## src/rtl/atomic_rmw_pkg.sv

```systemverilog
package atomic_rmw_pkg;
    localparam int OP_W = 6;

    typedef enum logic [1:0] {
        MODE_POST  = 2'b00,
        MODE_PRE   = 2'b01,
        MODE_SHORT = 2'b10
    } addr_mode_e;

    typedef enum logic [1:0] {
        ST_IDLE,
        ST_READ,
        ST_WRITE,
        ST_DONE
    } seq_state_e;

    // bits [3:1] must be 3'b001; bits [5:4] give the mode (3 is unused); bit 0 = compare-swap
    function automatic logic op_legal(input logic [OP_W-1:0] code);
        return (code[3:1] == 3'b001) && (code[5:4] != 2'b11);
    endfunction
endpackage

```

## src/rtl/atomic_addr_gen.sv

```systemverilog
module atomic_addr_gen
    import atomic_rmw_pkg::*;
#(
    parameter int DATA_W = 32,
    parameter int OFF_W  = 10
) (
    input  logic [1:0]        mode,
    input  logic [DATA_W-1:0] base,
    input  logic [OFF_W-1:0]  off,
    output logic [DATA_W-1:0] access_addr,
    output logic [DATA_W-1:0] next_base
);
    localparam int EXT_W = DATA_W - OFF_W;

    logic [DATA_W-1:0] off_ext;
    logic [DATA_W-1:0] sum;

    always_comb begin
        off_ext = {{EXT_W{off[OFF_W-1]}}, off};
        sum     = base + off_ext;
        case (addr_mode_e'(mode))
            MODE_POST: begin
                access_addr = base;
                next_base   = sum;
            end
            MODE_PRE: begin
                access_addr = sum;
                next_base   = sum;
            end
            default: begin
                access_addr = sum;
                next_base   = base;
            end
        endcase
    end
endmodule

```

## src/rtl/atomic_merge.sv

```systemverilog
module atomic_merge #(
    parameter int DATA_W = 32
) (
    input  logic              is_cas,
    input  logic [DATA_W-1:0] old_word,
    input  logic [DATA_W-1:0] dn,
    input  logic [DATA_W-1:0] dn1,
    output logic [DATA_W-1:0] new_word
);
    always_comb begin
        if (is_cas) begin
            new_word = (old_word == dn1) ? dn : old_word;
        end else begin
            new_word = (dn & dn1) | (old_word & ~dn1);
        end
    end
endmodule

```

## src/rtl/atomic_seq.sv

```systemverilog
module atomic_seq
    import atomic_rmw_pkg::*;
#(
    parameter int DATA_W = 32
) (
    input  logic              clk,
    input  logic              rst_n,
    input  logic              start,
    input  logic              legal,
    input  logic              is_cas_in,
    input  logic [DATA_W-1:0] addr_in,
    input  logic [DATA_W-1:0] base_new_in,
    input  logic [DATA_W-1:0] dn_in,
    input  logic [DATA_W-1:0] dn1_in,
    input  logic [DATA_W-1:0] merged,
    input  logic              mem_ack,
    input  logic [DATA_W-1:0] mem_rdata,
    output logic              busy,
    output logic              done,
    output logic              mem_req,
    output logic              mem_we,
    output logic              mem_lock,
    output logic [DATA_W-1:0] mem_addr,
    output logic [DATA_W-1:0] mem_wdata,
    output logic [DATA_W-1:0] old_word,
    output logic [DATA_W-1:0] base_out,
    output logic              cas_q,
    output logic [DATA_W-1:0] dn_q,
    output logic [DATA_W-1:0] dn1_q
);
    typedef struct packed {
        seq_state_e        st;
        logic              cas;
        logic [DATA_W-1:0] addr;
        logic [DATA_W-1:0] base;
        logic [DATA_W-1:0] old;
        logic [DATA_W-1:0] dn;
        logic [DATA_W-1:0] dn1;
    } seq_regs_t;

    seq_regs_t r_d, r_q;

    always_comb begin
        r_d = r_q;
        case (r_q.st)
            ST_IDLE: begin
                if (start && legal) begin
                    r_d.st   = ST_READ;
                    r_d.cas  = is_cas_in;
                    r_d.addr = addr_in;
                    r_d.base = base_new_in;
                    r_d.dn   = dn_in;
                    r_d.dn1  = dn1_in;
                end
            end
            ST_READ: begin
                if (mem_ack) begin
                    r_d.old = mem_rdata;
                    r_d.st  = ST_WRITE;
                end
            end
            ST_WRITE: begin
                if (mem_ack) r_d.st = ST_DONE;
            end
            default: r_d.st = ST_IDLE;
        endcase
    end

    always_ff @(posedge clk) begin
        if (!rst_n) begin
            r_q <= '{st: ST_IDLE, cas: 1'b0, default: '0};
        end else begin
            r_q <= r_d;
        end
    end

    assign busy      = (r_q.st != ST_IDLE);
    assign done      = (r_q.st == ST_DONE);
    assign mem_req   = (r_q.st == ST_READ) || (r_q.st == ST_WRITE);
    assign mem_we    = (r_q.st == ST_WRITE);
    assign mem_lock  = mem_req;
    assign mem_addr  = r_q.addr;
    assign mem_wdata = merged;
    assign old_word  = r_q.old;
    assign base_out  = r_q.base;
    assign cas_q     = r_q.cas;
    assign dn_q      = r_q.dn;
    assign dn1_q     = r_q.dn1;

    // read acknowledged leads straight into the write
    p_write_follows_read_r9: assert property (@(posedge clk) disable iff (!rst_n)
        (mem_req && !mem_we && mem_ack) |=> (mem_req && mem_we));

    // a pending request holds its address and direction
    p_req_stable_r9: assert property (@(posedge clk) disable iff (!rst_n)
        (mem_req && !mem_ack) |=> (mem_req && $stable(mem_addr) && $stable(mem_we)));

    // completion is a single-cycle pulse
    p_done_pulse_r4: assert property (@(posedge clk) disable iff (!rst_n)
        done |=> !done);

    // failed compare writes back the word read
    p_cas_miss_keeps_r2: assert property (@(posedge clk) disable iff (!rst_n)
        (mem_req && mem_we && cas_q && (old_word != dn1_q)) |-> (mem_wdata == old_word));

    // idle means a quiet memory port
    p_idle_quiet_r12: assert property (@(posedge clk) disable iff (!rst_n)
        !busy |-> (!mem_req && !mem_lock));

    // a start while busy does not restart the sequence
    p_no_restart_r11: assert property (@(posedge clk) disable iff (!rst_n)
        (mem_req && mem_we && !mem_ack) |=> mem_we);
endmodule

```

## src/rtl/atomic_rmw_unit.sv

```systemverilog
module atomic_rmw_unit
    import atomic_rmw_pkg::*;
#(
    parameter int DATA_W = 32,
    parameter int OFF_W  = 10
) (
    input  logic              clk,
    input  logic              rst_n,
    input  logic              start,
    input  logic [OP_W-1:0]   op_code,
    input  logic [DATA_W-1:0] base_in,
    input  logic [OFF_W-1:0]  offset,
    input  logic [DATA_W-1:0] dn_in,
    input  logic [DATA_W-1:0] dn1_in,
    output logic              busy,
    output logic              done,
    output logic [DATA_W-1:0] result_word,
    output logic [DATA_W-1:0] base_out,
    output logic              mem_req,
    output logic              mem_we,
    output logic              mem_lock,
    output logic [DATA_W-1:0] mem_addr,
    output logic [DATA_W-1:0] mem_wdata,
    input  logic [DATA_W-1:0] mem_rdata,
    input  logic              mem_ack
);
    logic              legal;
    logic [DATA_W-1:0] acc_addr;
    logic [DATA_W-1:0] nxt_base;
    logic              cas_q;
    logic [DATA_W-1:0] dn_q;
    logic [DATA_W-1:0] dn1_q;
    logic [DATA_W-1:0] merged;

    assign legal = op_legal(op_code);

    atomic_addr_gen #(.DATA_W(DATA_W), .OFF_W(OFF_W)) u_addr (
        .mode        (op_code[5:4]),
        .base        (base_in),
        .off         (offset),
        .access_addr (acc_addr),
        .next_base   (nxt_base)
    );

    atomic_merge #(.DATA_W(DATA_W)) u_merge (
        .is_cas   (cas_q),
        .old_word (result_word),
        .dn       (dn_q),
        .dn1      (dn1_q),
        .new_word (merged)
    );

    atomic_seq #(.DATA_W(DATA_W)) u_seq (
        .clk         (clk),
        .rst_n       (rst_n),
        .start       (start),
        .legal       (legal),
        .is_cas_in   (op_code[0]),
        .addr_in     (acc_addr),
        .base_new_in (nxt_base),
        .dn_in       (dn_in),
        .dn1_in      (dn1_in),
        .merged      (merged),
        .mem_ack     (mem_ack),
        .mem_rdata   (mem_rdata),
        .busy        (busy),
        .done        (done),
        .mem_req     (mem_req),
        .mem_we      (mem_we),
        .mem_lock    (mem_lock),
        .mem_addr    (mem_addr),
        .mem_wdata   (mem_wdata),
        .old_word    (result_word),
        .base_out    (base_out),
        .cas_q       (cas_q),
        .dn_q        (dn_q),
        .dn1_q       (dn1_q)
    );

    // the lock covers every memory request
    p_lock_covers_req_r9: assert property (@(posedge clk) disable iff (!rst_n)
        mem_req |-> mem_lock);

    // an illegal opcode from idle starts nothing
    p_illegal_ignored_r8: assert property (@(posedge clk) disable iff (!rst_n)
        (!busy && start && !op_legal(op_code)) |=> !busy);
endmodule

```

## config.mk

```make
export PLATFORM = sky130hd
export DESIGN_NAME = atomic_rmw_unit
export DESIGN_NICKNAME = d
export VERILOG_FILES = /design/src/rtl/atomic_rmw_pkg.sv /design/src/rtl/atomic_addr_gen.sv /design/src/rtl/atomic_merge.sv /design/src/rtl/atomic_seq.sv /design/src/rtl/atomic_rmw_unit.sv
export SDC_FILE = /design/constraint.sdc
export NUM_CORES = 1
export LEC_CHECK = 0
export BUFFER_PORTS_ARGS = -buffer_cell sky130_fd_sc_hd__clkbuf_2
export CELL_PAD_IN_SITES_DETAIL_PLACEMENT = 1
export CELL_PAD_IN_SITES_GLOBAL_PLACEMENT = 2
export CORE_MARGIN = 5
export CORE_UTILIZATION = 27
export CTS_BUF_LIST = sky130_fd_sc_hd__clkbuf_8
export DETAILED_ROUTE_END_ITERATION = 6
export HOLD_SLACK_MARGIN = 0.1
export PLACE_DENSITY = 0.79
export SETUP_SLACK_MARGIN = 0.15
export SLEW_MARGIN = 20
export SYNTH_ARGS = -nofsm -noshare
export SYNTH_HDL_FRONTEND = slang
export SYNTH_SLANG_ARGS = --single-unit
```

## constraint.sdc

```tcl
create_clock -name clk -period 3.31 [get_ports clk]
set_clock_uncertainty 0.15 [all_clocks]
set_input_delay 0.662 -clock clk [delete_from_list [all_inputs] [get_ports clk]]
set_output_delay 0.662 -clock clk [all_outputs]
set_load 0.02 [all_outputs]
```

-- Word-level counts from Yosys, hierarchy flattened
Index checks and enable logic that the tools add are counted.
- memories: 0
- register bits after elaboration: 163
- logic and storage cells: 40
- memory bits (read-only): 0
- output and inout port bits: 133
- memory bits (writable): 0
- latch bits: 0
- order comparisons: 0
- mux-type cells: 8
- add/subtract/negate cells: 1
- reduce and logical (&&, ||, !) cells: 10
- divide/modulo/power cells: 0
- equal/unequal tests: 10
- multipliers: 0
- bitwise operators: 4
- shift-type cells: 0
- operators by type and width (kind ; count):
    two-way mux 32 bit ; 4
    two-way mux 67 bit ; 1
    AND 32 bit ; 2
    adder 32 bit ; 1
    equality test 32 bit ; 1
    NOT 32 bit ; 1
    bitwise OR 32 bit ; 1
    case mux 2 bit (3 select lines) ; 1
    equality test 2 x 1 -> 1 bit, second input constant ; 2
    equality test 2 bit, second input constant ; 2
    logical NOT 2 bit ; 2
    two-way mux 2 bit ; 2
    != test 2 x 1 -> 1 bit, second input constant ; 2
    != test 2 bit, second input constant ; 2
    AND reduction 2 bit ; 2
    equality test 3 x 1 -> 1 bit, second input constant ; 1
    AND reduction 3 bit ; 1
    logical AND 1 bit ; 2
    nonzero test 2 bit ; 1
    OR reduction 2 bit ; 1
    logical OR 1 bit ; 1

-- Logic depth before layout (Yosys ltp)
Gate-level depths: netlist of the first run.
- word-level depth: 5
- depth in mapped cells: 11
- depth with buffers taken out: 11

-- By module
A second synthesis of the first run with hierarchy kept.
- cell total of the unflattened synthesis: 1579
- area total of the unflattened synthesis: 11661.2 um^2
- by module, submodules not included (module ; cells an instance ; seq. area each (um^2) ; area each (um^2) ; times used):
    atomic_seq ; 913 ; 3263.1 ; 7305.8 ; 1
    atomic_addr_gen ; 507 ; 0.0 ; 3064.2 ; 1
    atomic_merge ; 157 ; 0.0 ; 1272.5 ; 1
    atomic_rmw_unit ; 2 ; 0.0 ; 18.8 ; 1

-- Least setup slack after synthesis of the first run
Ideal clock, no wire load.
- kind: input-to-reg
- start point: input port offset[0]
- end point: register u_seq.r_q (netlist bit u_seq.base_out[26])
- required time: 3.027 ns
- setup time: 0.133 ns
- stages: 11
- data arrival time: 3.010 ns
- slack: 0.018 ns
- cells stage by stage: ha_1 -> fa_1 -> a211oi_2 -> o211ai_2 -> a221oi_4 -> o211ai_2 -> a2111oi_0 -> nor3_1 -> xor2_1 -> mux2i_1 -> a21oi_1
- longest elaborated chain between the ends: 2
- ends and longest elaborated chain (element ; RTL line ; source):
    start, declared ; atomic_rmw_unit.sv:12 ; input logic [OFF_W-1:0] offset,
    adder 32 bit ; atomic_addr_gen.sv:20 ; sum = base + off_ext;
    two-way mux 32 bit ; atomic_addr_gen.sv:21 ; case (addr_mode_e'(mode))
    end signal, assigned ; atomic_seq.sv:73 ; r_q <= r_d;
    end, declared ; atomic_seq.sv:41 ; seq_regs_t r_d, r_q;
Every way passes these cells.
A chain may end at the register's enable or synchronous reset.

-- Worst setup path in the final report of the first run
- start point: register u_seq.r_q (netlist bit u_seq.old_word[0])
- end point: output port mem_wdata[17]
- longest elaborated chain between the ends: 3
- ends and longest elaborated chain (element ; RTL line ; source):
    equality test 32 bit ; atomic_merge.sv:12 ; new_word = (old_word == dn1) ? dn : old_word;
    two-way mux 32 bit ; atomic_merge.sv:12 ;
    two-way mux 32 bit ; atomic_merge.sv:11 ; if (is_cas) begin
    end, declared ; atomic_rmw_unit.sv:23 ; output logic [DATA_W-1:0] mem_wdata,
Every way passes these cells.

==> tab_implementation.tex, run 1 <==
\begin{tabular}{lr}
\hline
Metric & Value \\
\hline
\multicolumn{2}{l}{\textbf{Timing}} \\
Setup slack of the critical path after layout & -0.263 ns \\
Final-layout worst hold slack & $\sim$0.23 ns \\
Number of pins exceeding their max-slew limit in the final report & 0 \\
Max\_slew headroom & $\sim$53\% \\
Transition time of the tightest slew-check pin & around 0.71 ns \\
Time the final worst path needs with I/O delays and setup & 3.57 ns \\
Final worst path period share & 108\% \\
Peak clock frequency supported by timing & 280 MHz \\
Sum of negative setup slack & -7.45 ns \\
Setup-failing EPs final & 32 \\
Unrepaired setup endpoints after global routing & true \\
Number of hold-slack violations in the final timing report & 0 \\
\multicolumn{2}{l}{\textbf{Synthesis}} \\
Mean Syn Cell Area & $\sim$7.6 sq um \\
Prevailing post-synth register cell & sky130\_fd\_sc\_hd\_\_dfxtp\_1 \\
Post-synthesis cell type with the largest combined area & sky130\_fd\_sc\_hd\_\_dfxtp\_1 \\
Syn\_nets & about 1,400 \\
Number of different library cells in the post-synthesis netlist & between 60 and 70 \\
Post-Synthesis Cells & roughly 1,200 \\
Main area contributors after synthesis & sky130\_fd\_sc\_hd\_\_dfxtp\_1 34\%, sky130\_fd\_sc\_hd\_\_nand2\_1 11\%, sky130\_fd\_sc\_hd\_\_a21oi\_1 11\% \\
Portion of synthesized cell area occupied by the leading cell type & around 34\% \\
EDFF count, synth & 0 \\
Post-synthesis instance area & roughly 9500 sq um \\
Async S/R FF share, synth & 0\% \\
Post-synthesis sequential area ratio & 34.3\% \\
Number of synthesized register bits & around 160 \\
Synthesis Warnings & 0 \\
\multicolumn{2}{l}{\textbf{Power}} \\
Worst vdd ir & between 0.2 and 0.3 mV \\
Power per standard cell area & approximately 470 nW/um\^{}2 \\
Switching fraction of total power & about two fifths \\
Switching power & between 2 and 2.5 mW \\
Fraction of power consumed by the clock network & about 29\% \\
Pleak & around 5.2 nW \\
Portion of total power attributed to combinational logic & between 30 and 40\% \\
Cell Int Power & approximately 3.5 mW \\
Sequential cell fraction of total power & approximately two fifths \\
\multicolumn{2}{l}{\textbf{Clock network}} \\
Clock input transition at the sequential cells of the worst setup and hold paths & about 0.11 ns \\
Clk sinks & approximately 160 \\
Clock latency reported for the late side of the worst-skew pair & just under 0.5 ns \\
Clock Tree Root & sky130\_fd\_sc\_hd\_\_clkbuf\_8 \\
Number of clock buffers inserted by TritonCTS & 17 \\
Number of levels in the clock H-tree & 4 \\
TritonCTS clock tree & built \\
Buffer depth of the longest clock path & 2 \\
\multicolumn{2}{l}{\textbf{Global route}} \\
Antenna violations before repair & 0 \\
First-pass GRT wire length & 56.8 mm \\
GRT Resource Usage Total & a little under a fifth \\
Largest net degree at the start of global routing & slightly above 70 \\
Gr ovfl total & 0 \\
Vias in the first global route & between 9,000 and 10,000 \\
\multicolumn{2}{l}{\textbf{Placement}} \\
Routability-driven placement congestion ratio & $\sim$0.86 \\
Count of buffers from port buffering & 280 \\
HPWL reported at the end of detailed placement & 27.3 mm \\
Area of placed instances & around 11,000 sq um \\
Cells after DPL & roughly 1,900 \\
\multicolumn{2}{l}{\textbf{Setup path}} \\
Data arrival at the endpoint of the critical path & $\sim$2.8 ns \\
Endpoint required time on the critical path & 2.50 ns \\
Critical Path Start Type & register \\
Start point of the critical path & u\_seq.old\_word[0] \\
Worst r2r src & u\_seq.r\_q[161] \\
Crit path capture type & primary output \\
Max FO, Critical Path & 6 \\
Worst Path Class, Setup & reg -> out \\
\multicolumn{2}{l}{\textbf{Floorplanning}} \\
Starting density of the core & between 20\% and 30\% \\
Horizontal die dimension & between 150 and 200 um \\
Y dimension of the die & a little under 200 um \\
Number of placement rows & 68 \\
Boundary Pins & 281 \\
Area of the die & just under 40,000 sq um \\
Area inside the core boundary & 34,600 sq um \\
\multicolumn{2}{l}{\textbf{Status}} \\
Violated checks & negative setup slack \\
Status & finished, violations left \\
\multicolumn{2}{l}{\textbf{Route}} \\
Remaining number of nets flagged by the antenna check after routing & 0 \\
First-pass DRT Iterations & 4 \\
Vias post-DR & around 9,400 \\
Post-detailed-route via-to-cell ratio & approximately 4.9 \\
Number of design-rule violations left by the first detailed-router iteration & about 310 \\
DRC violation count after routing & 0 \\
Total length of routed wires & 36.8 mm \\
Routed length per instance & $\sim$19 um \\
\multicolumn{2}{l}{\textbf{Min path}} \\
Min-delay src & mem\_rdata[0] \\
Hold crit path type & in -> reg \\
\multicolumn{2}{l}{\textbf{Finish}} \\
Post-route non-filler standard cell count & between 1,500 and 2,000 \\
Area grow syn2layout & 25.6\% \\
Ratio of cells with drive above 1 in the final layout & a little under a third \\
Fin area & $\sim$12,000 sq um \\
\# diodes & 0 \\
Net count of the finished layout & roughly 1,600 \\
Number of fillers in the final layout & $\sim$4,300 \\
\multicolumn{2}{l}{\textbf{Flow run}} \\
Max-cap violations & 0 \\
\hline
\end{tabular}
[registers in the layout (all words and copies together) (netlist names)]
register / count
u_seq.r_q: 2
u_seq.dn1_q: 32
u_seq.dn_q: 32
u_seq.cas_q: 1
u_seq.mem_addr: 32
u_seq.old_word: 32
u_seq.base_out: 32
[stage by stage]
stage	setup WS [ns]	total power, mW	util, %
2_1_floorplan	0.165	3.37	-
3_3_place_gp	-0.101	3.98	32.1
6_report	-0.263	5.67	34.5
3_5_place_dp	-0.0964	4.00	32.1
5_1_grt	-0.385	6.00	34.5
4_1_cts	-0.266	5.72	34.0
[worst paths after layout]
| check | endpoint | slack [ns] | depth (start not counted) |
|---|---|---|---|
| min | u_seq.old_word[0] | 0.23 | 3 |
| min reg2reg | u_seq.mem_addr[2] | 0.31 | 2 |
| max | mem_wdata[17] | -0.26 | 9 |
| max reg2reg | u_seq.mem_addr[28] | 1.16 | 8 |
[timing repair]
action / CTS / global route
gates cloned: 2 / 1
pin swaps: 4 / 2
endpoints found under the setup margin: 32 / 32
resized for setup: 49 / 50
hold buffers: 0 / 0
buffers inserted: 4 / 1
[logic make-up after synthesis]
| kind of cell | share of synthesized area, % |
|---|---|
| xor gates and xnor gates | 5.25 |
| and+or+nand+nor | 17.3 |
| buffers and inverters | 11.4 |
| muxes | 4.74 |
| DFF | 34.3 |
| AOI/OAI and AO/OA | 22.2 |
| adders and majority gates | 4.81 |
[placed cells by master (no fill, tap or decap), drive strengths merged, types with 2 or more instances in the layout]
cell	n
nand2	287
clkbuf	282
a21oi	201
dfxtp	163
buf	97
nor2	57
o21ai	55
xor2	40
ha	35
mux2	32
inv	24
a311oi	20
xnor2	17
nand3	16
a21o	15
a31oi	14
o211ai	14
nand4	9
mux2i	9
nor4	9
a211oi	6
or3	5
o21bai	5
clkinv	5
nor3	4
o31ai	4
a221oi	4
and2	3
o21a	3
and3	3
o22ai	2
o2111ai	2
or2	2
bufinv	2
clkinvlp	2
[cells in the mapped netlist (all sizes together) (2+ instances only)]
cell,instances
nand2,287
a21oi,201
dfxtp,163
buf,102
clkbuf,72
nor2,57
o21ai,55
xor2,40
ha,35
mux2,32
a311oi,20
inv,18
xnor2,17
nand3,16
a21o,15
a31oi,14
o211ai,14
mux2i,9
nand4,9
nor4,9
a211oi,6
o21bai,5
or3,5
a221oi,4
nor3,4
o31ai,4
and2,3
and3,3
o21a,3
o2111ai,2
o22ai,2
or2,2
[per-layer routing]
metal	track usage [%]	part of all wire, %	up-vias	routed length (um)
met5	0	0	-	0
met4	4.34	1.7	0	619
met3	3.61	5.0	36	1840
met2	33.0	50	222	18600
met1	22.4	43	4521	15800
li1	-	-	4618	-
[power groups by stage]
stage          combinational [mW]  sequential [mW]  clock, mW
4_1_cts                      1.84             2.18       1.69
5_1_grt                      2.02             2.20       1.78
2_1_floorplan                1.18             2.19          0
3_5_place_dp                 1.78             2.22          0
6_report                     1.86             2.18       1.63
3_3_place_gp                 1.76             2.22          0
[worst max-delay path: stages, from the launching register on]
cell and delay [ns]:
sky130_fd_sc_hd__dfxtp_2 0.35, sky130_fd_sc_hd__buf_6 0.11, sky130_fd_sc_hd__a222oi_1 0.34, sky130_fd_sc_hd__nand4_1 0.23, sky130_fd_sc_hd__nor4_4 0.36, sky130_fd_sc_hd__buf_4 0.20, sky130_fd_sc_hd__clkbuf_16 0.16, sky130_fd_sc_hd__a21oi_1 0.05
sky130_fd_sc_hd__mux2_2 0.30, sky130_fd_sc_hd__clkbuf_2 0.16
[cell type report]
class | count | area [sq um] | area share [%]
tap | 455 | 569 | 4.76
clock buffer | 17 | 234 | 1.96
timing repair buffer | 362 | 2290 | 19.1
inverter | 18 | 70.1 | 0.586
clock inverter | 15 | 193 | 1.61
sequential | 163 | 3280 | 27.4
multi-input combinational | 890 | 5320 | 44.5
Power figures use the tool's default switching activity.
==> run 2, diff against run 1 <==
CORE_MARGIN = 4   (was 5)
CORE_UTILIZATION = 28   (was 27)
SYNTH_HIERARCHICAL = 1   (was default)
==> run 2 against run 1 <==
Against the previous run: the flow still finishes with violations (negative setup slack); sequential share of layout area down 4.0 points; wire length up 21%; global-route usage up 0.37 points; critical path depth down 1; register-to-register slack worse by 0.07 ns; hold slack worse by 0.025 ns; setup slack better by 0.24 ns; total power down 9.9%; largest cell class unchanged; highest routed layer unchanged.
==> tab_implementation.tex, run 2 <==
\begin{tabular}{lr}
\hline
Metric & Value \\
\hline
\multicolumn{2}{l}{\textbf{Status}} \\
Status & finished, violations left \\
Violated checks & negative setup slack \\
\multicolumn{2}{l}{\textbf{Synthesis}} \\
Number of synthesized register bits & roughly 160 \\
Syn\_nets & 1,763 \\
Portion of synthesized cell area occupied by the leading cell type & 28.0\% \\
Post-synth top cells & 395 x sky130\_fd\_sc\_hd\_\_nand2\_1, 195 x sky130\_fd\_sc\_hd\_\_buf\_4, 189 x sky130\_fd\_sc\_hd\_\_a21oi\_1, 163 x sky130\_fd\_sc\_hd\_\_dfxtp\_1, 47 x sky130\_fd\_sc\_hd\_\_clkbuf\_1 \\
Post-synthesis cell type with the largest combined area & sky130\_fd\_sc\_hd\_\_dfxtp\_1 \\
Most common cell in the synthesized netlist & sky130\_fd\_sc\_hd\_\_nand2\_1 \\
Number of different library cells in the post-synthesis netlist & 73 \\
Prevailing post-synth register cell & sky130\_fd\_sc\_hd\_\_dfxtp\_1 \\
Main area contributors after synthesis & sky130\_fd\_sc\_hd\_\_dfxtp\_1 28\%, sky130\_fd\_sc\_hd\_\_nand2\_1 13\%, sky130\_fd\_sc\_hd\_\_buf\_4 13\% \\
Mean Syn Cell Area & approximately 7.4 sq um \\
Async S/R FF share, synth & 0\% \\
Synthesis Warnings & 6 \\
Post-Synthesis Cells & $\sim$1,600 \\
Post-synthesis instance area & about 12,000 sq um \\
EDFF count, synth & 0 \\
Post-synthesis sequential area ratio & $\sim$28\% \\
\multicolumn{2}{l}{\textbf{Route}} \\
Remaining number of nets flagged by the antenna check after routing & 0 \\
Total length of routed wires & between 40 and 50 mm \\
First-pass DRT Iterations & 5 \\
Number of design-rule violations left by the first detailed-router iteration & about 600 \\
DRC violation count after routing & 0 \\
Routed length per instance & 19.7 um \\
Post-detailed-route via-to-cell ratio & about 5.0 \\
Vias post-DR & 11,400 \\
\multicolumn{2}{l}{\textbf{Clock network}} \\
Buffer depth of the longest clock path & 2 \\
TritonCTS clock tree & built \\
Number of levels in the clock H-tree & 4 \\
\# hold bufs at CTS & 0 \\
Clock Tree Root & sky130\_fd\_sc\_hd\_\_clkbuf\_8 \\
Clock input transition at the sequential cells of the worst setup and hold paths & around 0.11 ns \\
Clock latency reported for the late side of the worst-skew pair & 0.50 ns \\
Number of clock buffers inserted by TritonCTS & 17 \\
Clk sinks & $\sim$160 \\
\multicolumn{2}{l}{\textbf{Global route}} \\
Antenna violations before repair & 2 \\
Peak-usage layer in the global routing report & met2 \\
Largest net degree at the start of global routing & between 60 and 70 \\
Fraction of met2 tracks used by global routing & between 30\% and 40\% \\
GRT Resource Usage Total & roughly a fifth \\
Vias in the first global route & approximately 11,000 \\
First-pass GRT wire length & 65.7 mm \\
Met1 demand-to-capacity share in global routing & 24.5\% \\
Gr ovfl total & 0 \\
Met3 GRT Util & 3.50\% \\
\multicolumn{2}{l}{\textbf{Setup path}} \\
Worst Path Class, Setup & reg -> out \\
Crit path capture type & primary output \\
Endpoint required time on the critical path & around 2.5 ns \\
Max FO, Critical Path & 6 \\
Critical Path Start Type & register \\
Data arrival at the endpoint of the critical path & about 2.5 ns \\
Minimum setup slack among reg-to-reg paths & $\sim$1.1 ns \\
\multicolumn{2}{l}{\textbf{Floorplanning}} \\
Starting density of the core & about 28\% \\
Area of the die & roughly 45,000 sq um \\
Number of placement rows & 74 \\
Area inside the core boundary & 41,000 sq um \\
Boundary Pins & approximately 280 \\
Y dimension of the die & 212 um \\
Horizontal die dimension & 212 um \\
\multicolumn{2}{l}{\textbf{Min path}} \\
Hold crit path type & in -> reg \\
\multicolumn{2}{l}{\textbf{Placement}} \\
Routability-driven placement congestion ratio & $\sim$0.9 \\
HPWL reported at the end of detailed placement & $\sim$34 mm \\
Count of buffers from port buffering & 280 \\
Cells after DPL & approximately 2,200 \\
Worst slack, placed & -0.122 ns \\
Area of placed instances & 12,700 sq um \\
\multicolumn{2}{l}{\textbf{Timing}} \\
Time the final worst path needs with I/O delays and setup & about 3.3 ns \\
Unrepaired setup endpoints after global routing & true \\
Number of hold-slack violations in the final timing report & 0 \\
Setup slack of the critical path after layout & -0.0241 ns \\
Final worst path period share & 101\% \\
Setup-failing EPs final & 19 \\
Sum of negative setup slack & -0.214 ns \\
Number of pins exceeding their max-slew limit in the final report & 0 \\
Peak clock frequency supported by timing & between 200 and 300 MHz \\
Max\_slew headroom & a little under half \\
Transition time of the tightest slew-check pin & approximately 0.79 ns \\
\multicolumn{2}{l}{\textbf{Power}} \\
Worst vdd ir & about 0.22 mV \\
Pleak & around 5.7 nW \\
Power per standard cell area & around 360 nW/um\^{}2 \\
\multicolumn{2}{l}{\textbf{Flow run}} \\
Max-cap violations & 0 \\
\multicolumn{2}{l}{\textbf{Finish}} \\
Number of fillers in the final layout & between 5,000 and 6,000 \\
Post-route non-filler standard cell count & 2,268 \\
Area grow syn2layout & 20.8\% \\
Total area of sequential cells & roughly 3300 sq um \\
Net count of the finished layout & 1,906 \\
Most common cell after layout, fill and taps aside & sky130\_fd\_sc\_hd\_\_nand2\_1 \\
Ratio of cells with drive above 1 in the final layout & 33.9\% \\
Area used by multi-input combinational logic & 6780 sq um \\
Leading cell types in the layout, fill and taps excluded & 395 x sky130\_fd\_sc\_hd\_\_nand2\_1, 248 x sky130\_fd\_sc\_hd\_\_clkbuf\_2, 189 x sky130\_fd\_sc\_hd\_\_a21oi\_1, 138 x sky130\_fd\_sc\_hd\_\_dfxtp\_1, 116 x sky130\_fd\_sc\_hd\_\_buf\_4 \\
Fin area & roughly 14,000 sq um \\
\hline
\end{tabular}
==> run 2: changes by cell type in the layout (fill, tap and decap cells not counted), moves of 17 or more <==
cell	before	now
sky130_fd_sc_hd__nor3_1	4	35
sky130_fd_sc_hd__xor2_1	38	10
sky130_fd_sc_hd__nand2_1	285	395
sky130_fd_sc_hd__nor2b_1	1	33
sky130_fd_sc_hd__buf_4	73	116
sky130_fd_sc_hd__a311oi_1	20	1
sky130_fd_sc_hd__dfxtp_2	4	21
sky130_fd_sc_hd__dfxtp_1	157	138
sky130_fd_sc_hd__nor2_1	55	31
==> run 2: power breakdown <==
group	total (mW)	switching [mW]	internal (mW)
registers	2.03	0.0337	1.99
clock network	1.58	0.928	0.652
logic	1.50	0.862	0.640
==> run 2: repair_timing <==
action                                 CTS  global route
gates resized for setup                 82           156
gates cloned                             3             3
pin swaps                                8            17
endpoints found under the hold margin    0             0
setup buffers                            3             2
setup endpoints to repair               32            32
==> run 2: area by class of cell <==
cell class / count / share of cell area (%)
Clock inverter: 14 / 1.21
Tap cell: 532 / 4.72
Inverter: 23 / 0.648
Multi-Input combinational cell: 1105 / 48.1
Sequential cell: 163 / 23.4
Antenna cell: 1 / 0.0178
Timing Repair Buffer: 412 / 20.1
Clock buffer: 18 / 1.76
==> run 2: critical path: stages (launching register included) <==
cell and delay, ns:
sky130_fd_sc_hd__dfxtp_2 0.39, sky130_fd_sc_hd__xnor2_4 0.22, sky130_fd_sc_hd__nand4_1 0.17, sky130_fd_sc_hd__nor4_4 0.33, sky130_fd_sc_hd__buf_6 0.19, sky130_fd_sc_hd__buf_12 0.16, sky130_fd_sc_hd__a31oi_2 0.12, sky130_fd_sc_hd__mux2_4 0.32
sky130_fd_sc_hd__buf_6 0.13
==> run 2: logic make-up (layout without fill, tap and decap cells) <==
kind of cell | count (synthesis) | count (layout) | share of synthesized area (%)
compound gates | 403 | 403 | 21.3
xor+xnor | 40 | 40 | 3.00
fa+ha+maj | 36 | 36 | 3.93
buf+inv | 311 | 467 | 17.9
flops | 163 | 163 | 28.0
mux | 34 | 34 | 3.28
other cells | 0 | 1 | 0
simple gates | 592 | 592 | 22.6
==> run 2: final timing paths <==
path                       endpoint               start  cells past startpoint
hold / removal    u_seq/old_word[1]        mem_rdata[1]                      3
setup reg to reg    u_seq/dn1_q[17]      u_seq/r_q[162]                      6
hold reg to reg   u_seq/base_out[4]   u_seq/base_out[4]                      2
setup / recovery      mem_wdata[15]  u_seq/old_word[28]                      8
==> run 2: per-layer routing <==
layer  wire length [um]  up-vias
met2              21900      261
met4                513        0
met3               2240       29
li1                   -     5515
met1              20000     5552
met5                  0        -
==> run 2: through the flow <==
step / total power, mW / hold slack (ns) / util (%)
after floorplan: 2.87 / 0.287 / -
final: 5.11 / 0.203 / 34.4
after global placement: 3.34 / 0.288 / 31.1
after detailed placement: 3.37 / 0.296 / 31.1
after global routing: 5.37 / 0.174 / 34.4
after CTS: 5.04 / 0.159 / 32.9
